File: src/rtl/timerPkg.sv
package timerPkg;
  typedef struct packed {
    logic loadCount;
    logic incCount;
    logic loadCmp;
    logic setPend;
    logic clrPend;
    logic setFlag;
    logic clrFlag;
  } timerStrobes_t;
endpackage

File: src/rtl/timerDatapath.sv
module timerDatapath
  import timerPkg::*;
#(
  parameter int WIDTH = 32,
  parameter logic [WIDTH-1:0] RESET_COUNT = 1,
  parameter logic [WIDTH-1:0] RESET_CMP = 0
) (
  input  logic             clk,
  input  logic             rstN,
  input  timerStrobes_t    strb,
  input  logic [WIDTH-1:0] cntWrData,
  input  logic [WIDTH-1:0] cmpWrData,
  output logic [WIDTH-1:0] count,
  output logic             incHit
);
  logic [WIDTH-1:0] compare;
  logic [WIDTH-1:0] countPlus;

  assign countPlus = count + WIDTH'(1);
  assign incHit    = (countPlus == compare);

  always_ff @(posedge clk) begin
    if (!rstN) begin
      count <= RESET_COUNT;
    end else if (strb.loadCount) begin
      count <= cntWrData;
    end else if (strb.incCount) begin
      count <= countPlus;
    end
  end

  always_ff @(posedge clk) begin
    if (!rstN) begin
      compare <= RESET_CMP;
    end else if (strb.loadCmp) begin
      compare <= cmpWrData;
    end
  end


  inc_step_chk: assert property (@(posedge clk) disable iff (!rstN)
    (strb.incCount && !strb.loadCount) |=> count == $past(count) + WIDTH'(1));


  load_count_chk: assert property (@(posedge clk) disable iff (!rstN)
    strb.loadCount |=> count == $past(cntWrData));
endmodule

File: src/rtl/timerControl.sv
module timerControl
  import timerPkg::*;
(
  input  logic          clk,
  input  logic          rstN,
  input  logic          tickEn,
  input  logic          countFreeze,
  input  logic          cntWrEn,
  input  logic          cmpWrEn,
  input  logic          rev2En,
  input  logic          incHit,
  output timerStrobes_t strb,
  output logic          pending,
  output logic          timerFlag
);
  logic matchNow;

  always_comb begin
    strb           = '0;
    strb.loadCount = cntWrEn;
    strb.incCount  = tickEn && !countFreeze && !cntWrEn;
    strb.loadCmp   = cmpWrEn;
    matchNow       = strb.incCount && incHit;
    strb.setPend   = matchNow && !cmpWrEn;
    strb.clrPend   = cmpWrEn;
    strb.setFlag   = strb.setPend && rev2En;
    strb.clrFlag   = cmpWrEn && rev2En;
  end

  always_ff @(posedge clk) begin
    if (!rstN) begin
      pending <= 1'b0;
    end else if (strb.clrPend) begin
      pending <= 1'b0;
    end else if (strb.setPend) begin
      pending <= 1'b1;
    end
  end

  always_ff @(posedge clk) begin
    if (!rstN) begin
      timerFlag <= 1'b0;
    end else if (strb.clrFlag) begin
      timerFlag <= 1'b0;
    end else if (strb.setFlag) begin
      timerFlag <= 1'b1;
    end
  end


  pend_hold_chk: assert property (@(posedge clk) disable iff (!rstN)
    (pending && !cmpWrEn) |=> pending);


  freeze_no_irq_chk: assert property (@(posedge clk) disable iff (!rstN)
    (!pending && countFreeze && !cmpWrEn) |=> !pending);


  flag_noRev2_chk: assert property (@(posedge clk) disable iff (!rstN)
    !rev2En |=> $stable(timerFlag));
endmodule

File: src/rtl/intervalTimer.sv
module intervalTimer
  import timerPkg::*;
#(
  parameter int WIDTH = 32,
  parameter int LINES = 8,
  localparam int SEL_W = $clog2(LINES)
) (
  input  logic             clk,
  input  logic             rstN,
  input  logic             tickEn,
  input  logic             countFreeze,
  input  logic             cntWrEn,
  input  logic [WIDTH-1:0] cntWrData,
  input  logic             cmpWrEn,
  input  logic [WIDTH-1:0] cmpWrData,
  input  logic             rev2En,
  input  logic [SEL_W-1:0] irqSel,
  output logic [WIDTH-1:0] count,
  output logic             timerFlag,
  output logic [LINES-1:0] irqLines
);
  timerStrobes_t strb;
  logic          incHit;
  logic          pending;

  timerDatapath #(
    .WIDTH(WIDTH),
    .RESET_COUNT(WIDTH'(1)),
    .RESET_CMP(WIDTH'(0))
  ) i_datapath (
    .clk(clk),
    .rstN(rstN),
    .strb(strb),
    .cntWrData(cntWrData),
    .cmpWrData(cmpWrData),
    .count(count),
    .incHit(incHit)
  );

  timerControl i_control (
    .clk(clk),
    .rstN(rstN),
    .tickEn(tickEn),
    .countFreeze(countFreeze),
    .cntWrEn(cntWrEn),
    .cmpWrEn(cmpWrEn),
    .rev2En(rev2En),
    .incHit(incHit),
    .strb(strb),
    .pending(pending),
    .timerFlag(timerFlag)
  );

  for (genvar g = 0; g < LINES; g++) begin : g_route
    assign irqLines[g] = pending && (irqSel == SEL_W'(g));
  end


  route_onehot_chk: assert property (@(posedge clk) disable iff (!rstN)
    $onehot0(irqLines));


  freeze_hold_chk: assert property (@(posedge clk) disable iff (!rstN)
    (countFreeze && !cntWrEn) |=> $stable(count));


  cmp_clear_chk: assert property (@(posedge clk) disable iff (!rstN)
    cmpWrEn |=> irqLines == '0);


  flag_clear_chk: assert property (@(posedge clk) disable iff (!rstN)
    (cmpWrEn && rev2En) |=> !timerFlag);
endmodule

File: config.mk
export PLATFORM = sky130hd
export DESIGN_NAME = intervalTimer
export DESIGN_NICKNAME = d
export VERILOG_FILES = /design/src/rtl/timerPkg.sv /design/src/rtl/timerDatapath.sv /design/src/rtl/timerControl.sv /design/src/rtl/intervalTimer.sv
export SDC_FILE = /design/constraint.sdc
export NUM_CORES = 1
export LEC_CHECK = 0
export ABC_AREA = 1
export BUFFER_PORTS_ARGS = -buffer_cell sky130_fd_sc_hd__buf_2
export CORE_ASPECT_RATIO = 1.2
export CORE_UTILIZATION = 30
export CTS_CLUSTER_DIAMETER = 80
export DETAILED_ROUTE_END_ITERATION = 16
export GPL_ROUTABILITY_DRIVEN = 0
export PLACE_DENSITY = 0.5
export SLEW_MARGIN = 15
export SYNTH_ARGS = -nofsm -noshare
export SYNTH_HDL_FRONTEND = slang
export SYNTH_SLANG_ARGS = --single-unit
File: constraint.sdc
create_clock -name clk -period 2.6 [get_ports clk]
set_clock_uncertainty 0.1 [all_clocks]
set_input_delay 0.26 -clock clk [delete_from_list [all_inputs] [get_ports clk]]
set_output_delay 0.26 -clock clk [all_outputs]
set_load 0.03 [all_outputs]
# ---- Word level (Yosys, flattened, before mapping)
# Cells that the tools add are included.
dict set report totals {
  ff_bits 66
  out_inout_bits 41
  inputBits 74
  wordCells 37
}
dict set report classes {
  reduce_logical 21
  n_eq_ne 8
  n_mux 2
  bitwise 1
  addsub 1
}
# operator count
set op_table {}
lappend op_table {{2-to-1 mux 32 bit} 2}
lappend op_table {{adder 32 x 1 -> 32 bit, second input constant} 1}
lappend op_table {{== test 32 bit} 1}
lappend op_table {{logical AND 1 bit} 14}
lappend op_table {{== test 3 bit, second input constant} 4}
lappend op_table {{== test 3 x 2 -> 1 bit, second input constant} 2}
lappend op_table {{OR reduction 2 bit} 2}
lappend op_table {{== test 3 x 1 -> 1 bit, second input constant} 1}
lappend op_table {{zero test 1 bit} 3}
lappend op_table {{zero test 3 bit} 1}
lappend op_table {{nonzero test 2 bit} 1}
lappend op_table {{inverter 1 bit} 1}

# ---- Logic depth before layout (Yosys ltp)
dict set report logic_depth {
  depth_word 6
  mapped_depth 17
  mapped_depth_nobuf 17
}

# ---- Cells and area by module
# A second synthesis with hierarchy kept.
dict set report hier_totals {
  hier_cells 697
  hier_area_um2 4277.9
}
# mod n_inst area_each_um2 cells_each
set modules_own_cells {}
lappend modules_own_cells {timerDatapath 1 4056.4 657}
lappend modules_own_cells {timerControl 1 157.7 23}
lappend modules_own_cells {intervalTimer 1 63.8 17}

# ---- Worst setup path after synthesis
# No wires, ideal clock.
dict set report synth_path {
  path_type {flip-flop to flip-flop}
  start {reg i_datapath.count[0]}
  end {reg i_control.timerFlag}
  n_path_buf 0
  synth_period_minus_slack_ns 2.289
  t_arrival_ns 2.119
  slack_ns 0.311
  required_time_ns 2.430
  path_stages_with_launch 16
  path_cell_list {dfxtp_1 > ha_1 > nand2_2 > nor2_8 > nand2_2 > nor2_4 > inv_2 > nor2_2 > nand2_1 > nand3_1 > nand2_1 > nor2_1 > nand2_1 > nor2_1 > nand3_1 > a21oi_1}
}
dict set report synth_via {
  elab_chain_cells 5
}
# element line
set synth_lines {}
lappend synth_lines {{from (decl)} timerDatapath.sv:13} ;# output logic [WIDTH-1:0] count,
lappend synth_lines {{from (signal assigned)} timerDatapath.sv:26} ;# count <= cntWrData;
lappend synth_lines {{from (signal assigned)} timerDatapath.sv:28} ;# count <= countPlus;
lappend synth_lines {{adder 32 x 1 -> 32 bit} timerDatapath.sv:19} ;# assign countPlus = count + WIDTH'(1);
lappend synth_lines {{== test 32 bit} timerDatapath.sv:20} ;# assign incHit = (countPlus == compare);
lappend synth_lines {{logical AND 1 bit} timerControl.sv:23} ;# matchNow = strb.incCount && incHit;
lappend synth_lines {{logical AND 1 bit} timerControl.sv:24} ;# strb.setPend = matchNow && !cmpWrEn;
lappend synth_lines {{logical AND 1 bit} timerControl.sv:26} ;# strb.setFlag = strb.setPend && rev2En;
lappend synth_lines {{to (signal assigned)} timerControl.sv:42} ;# timerFlag <= 1'b0;
lappend synth_lines {{to (signal assigned)} timerControl.sv:44} ;# timerFlag <= 1'b0;
lappend synth_lines {{to (signal assigned)} timerControl.sv:46} ;# timerFlag <= 1'b1;
lappend synth_lines {{to (decl)} timerControl.sv:14} ;# output logic timerFlag
# No other way between the ends.
# A chain may end at the register's enable or synchronous reset.

# ---- Final worst setup path
dict set report layout_path {
  start {reg i_datapath.count[5]}
  end {reg i_control.pending}
}
dict set report layout_via {
  elab_chain_cells 4
}
# element line
set layout_lines {}
lappend layout_lines {{adder 32 x 1 -> 32 bit} timerDatapath.sv:19}
lappend layout_lines {{== test 32 bit} timerDatapath.sv:20}
lappend layout_lines {{logical AND 1 bit} timerControl.sv:23}
lappend layout_lines {{logical AND 1 bit} timerControl.sv:24}
lappend layout_lines {{to (signal assigned)} timerControl.sv:32} ;# pending <= 1'b0;
lappend layout_lines {{to (signal assigned)} timerControl.sv:34} ;# pending <= 1'b0;
lappend layout_lines {{to (signal assigned)} timerControl.sv:36} ;# pending <= 1'b1;
lappend layout_lines {{to (decl)} timerControl.sv:13} ;# output logic pending,
# No other way between the ends.

==> flow_metrics.env <==
export IMPL_worstPathRequired_ns=2.77
export IMPL_vdd_drop_max_mv=0.279
export IMPL_synth_top_family_by_area="simple AND/OR/NAND/NOR gates"
export IMPL_clk_pin_slew_ns=0.05
export IMPL_fin_crit_sh_pct=94.0
export IMPL_cp_end_kind="flop"
export IMPL_hold_path_class="primary input to flop"
export IMPL_pre_cts_ws_ns=0.00934
export IMPL_numCtsBuffers=9
export IMPL_synth_seq_cells=66
export IMPL_synth_top_cell_by_area="dfxtp_1"
export IMPL_synth_xor_area_share_pct=2.23
export IMPL_crit_type="flop to flop"
export IMPL_grt_use_total_pct=22.3
export IMPL_portBuffers=114
export IMPL_fmax_ghz=0.409
export IMPL_initial_core_util_pct=30.6
export IMPL_grt_ovfl_total=0
export IMPL_setup_slack_ns=0.156
export IMPL_holdWs_ns=0.0355
export IMPL_yosysWarnings=0
export IMPL_powerDensity_nw_per_um2=510
export IMPL_ios=115
export IMPL_async_reset_ff_share_pct=0
export IMPL_drive_above_1_share_pct=21.4
export IMPL_fp_row_count=47
export IMPL_p_leak_nw=2.45
export IMPL_die_height_um=132
export IMPL_yosys_most_used_dff="dfxtp_1"
export IMPL_netlist_area_um2=4210
export IMPL_netlist_instances=717
export IMPL_min_period_ns=2.44
export IMPL_grt_pass1_vias=4696
export IMPL_p_total_w=0.00276
export IMPL_cts_tree="built"
export IMPL_die_w_um=110
export IMPL_synth_fp_nets=792
export IMPL_wl_mm=15.6
export IMPL_antenna_found_initial=0
export IMPL_synth_common_cells="nand2_1, nand3_1, inv_1, nor2_1, dfxtp_1"
export IMPL_p_sw_w=0.000830
export IMPL_syn_avg_cell_area_um2=5.88
export IMPL_fin_tns_setup_ns=0
export IMPL_synth_compound_area_share_pct=12.5
export IMPL_h_tree_depth=3
export IMPL_yosys_area_top_type_share_pct=31.4
export IMPL_grt_pass1_wl_mm=24.3
export IMPL_maxCapViolCount=0
export IMPL_p_int_w=0.00193
export IMPL_drc_errors=0
export IMPL_clock_latency_ns=0.35
export IMPL_cts_buffer_depth=2
export IMPL_cp_start_kind="flop"
export IMPL_p_clk_share_pct=40.2
export IMPL_fin_nets=919
export IMPL_outcome="finished clean"
export IMPL_pwr_share_comb_pct=18.4
export IMPL_routedWlPerCell_um=15.3
export IMPL_fp_coreArea_um2=13800
export IMPL_hpwl_mm=11.8
export IMPL_synth_mux_area_share_pct=0
export IMPL_ant_nets=0
export IMPL_via_per_inst=4.93
export IMPL_slew_violations=0
export IMPL_max_slew_worst_pin_slew_ns=0.655
export IMPL_drtIter0Drc=297
export IMPL_synth_fa_ha_area_share_pct=0.297
export IMPL_drt_first_pass_iters=5
export IMPL_synth_cell_type_count=25
export IMPL_synthToLayoutAreaGrowth_pct=28.3
export IMPL_cp_max_fo=7
export IMPL_place_area_um2=5080
export IMPL_antennaDiodeCount=0
export IMPL_grt_max_degree=35
export IMPL_vias=5021
export IMPL_max_slew_margin_pct=56.3
export IMPL_critPathArrivalTime_ns=2.62
export IMPL_synth_edff_count=0
export IMPL_ys_seq_area_share_pct=31.4
export IMPL_die_area_um2=14500
export IMPL_yosys_area_share_simple_pct=44.7
export IMPL_ys_top_cells_by_area="dfxtp_1, nand2_1, nand3_1, inv_1, nor2_1"
export IMPL_setup_violations=0
export IMPL_cts_sinks=66
export IMPL_final_hold_viol_count=0
export IMPL_synthMostInstantiatedCell="nand2_1"
export IMPL_root_buffer="clkbuf_16"
export IMPL_seqPwrFrac_pct=41.4
export IMPL_switching_share_pct=30.1
export IMPL_fin_area_um2=5410
## critical path: stages, from the launching register on
cell	delay, ns
dfxtp_1	0.45
nand2_1	0.15
nor2_2	0.30
nand2_2	0.14
nor2_4	0.20
buf_4	0.15
nand2_1	0.04
nand2_1	0.10
nand2_1	0.06
nand2_1	0.05
nand3_1	0.07
nor2_2	0.14
nand2_1	0.06
nor2_1	0.12
nand2_1	0.08
a21oi_1	0.14
## layout by cell type (no fill, tap or decap), drive strengths merged, types with 3 or more instances in the layout
master,count
nand2,268
buf,138
nand3,86
nor2,82
inv,77
dfxtp,66
a21oi,33
o21ai,32
a31oi,31
clkbuf,14
xnor2,3
nand4,3
nand3b,3
xnor3,3
## final cells by class
class                   instances  area, µm²
fillers                      1572       8350
flip-flops and latches         66       1330
multi-input cells             551       2550
inverters                      78        293
clock buffers                  14        254
repair buffers                138        763
well taps                     171        214
## path summary, 6_finish.rpt
check                 startpoint                    end  slack, ns  cells after the start
max          i_datapath.count[5]      i_control.pending       0.16                     15
min                 cmpWrData[0]  i_datapath.compare[0]       0.04                      3
max reg2reg  i_datapath.count[5]      i_control.pending       0.16                     15
min reg2reg  i_control.timerFlag    i_control.timerFlag       0.36                      2
## flip-flops by register name (all words and copies together), names as in the netlist
register,cells
i_datapath.compare,32
i_datapath.count,32
i_control.pending,1
i_control.timerFlag,1
## what timing repair did
item                       in CTS  in global routing
hold buffers                    0                  0
gates cloned                    0                  0
gates resized for setup         1                 15
setup endpoints to repair       2                  2
setup buffers                   0                  4
pin swaps                       0                  2
## stage by stage
| step | instances | utilization, % |
|---|---|---|
| 6_report | 1018 | 39.3 |
| 5_1_grt | 1018 | 39.3 |
| 4_1_cts | 1014 | 38.8 |
| 3_5_place_dp | 1000 | 37.0 |
| 3_3_place_gp | 1000 | 37.0 |
| 2_1_floorplan | 717 | - |
## routing by layer
metal	GRT usage [%]	up-vias	wire, µm
li1	-	2558	-
met1	27.7	2314	6830
met2	37.8	129	7720
met3	3.95	20	694
met4	8.41	0	352
met5	0	-	0
## power groups by stage
stage          registers [W]  logic, W  clock network, W
6_report             0.00114  0.000507           0.00111
4_1_cts              0.00114  0.000505           0.00113
5_1_grt              0.00115  0.000565           0.00117
3_3_place_gp         0.00116  0.000500                 0
2_1_floorplan        0.00121  0.000255                 0
3_5_place_dp         0.00116  0.000503                 0
## cells by family (layout without fill, tap and decap cells)
family                   count (synthesis)  after routing
AND/OR/NAND/NOR                        447            447
buffers and inverters                  100            230
XOR/XNOR                                 6              6
flip-flops                              66             66
adder cells (fa/ha/maj)                  1              1
AO/OA/AOI/OAI                           97             97
Note: power is estimated with default switching activity, not from simulation.
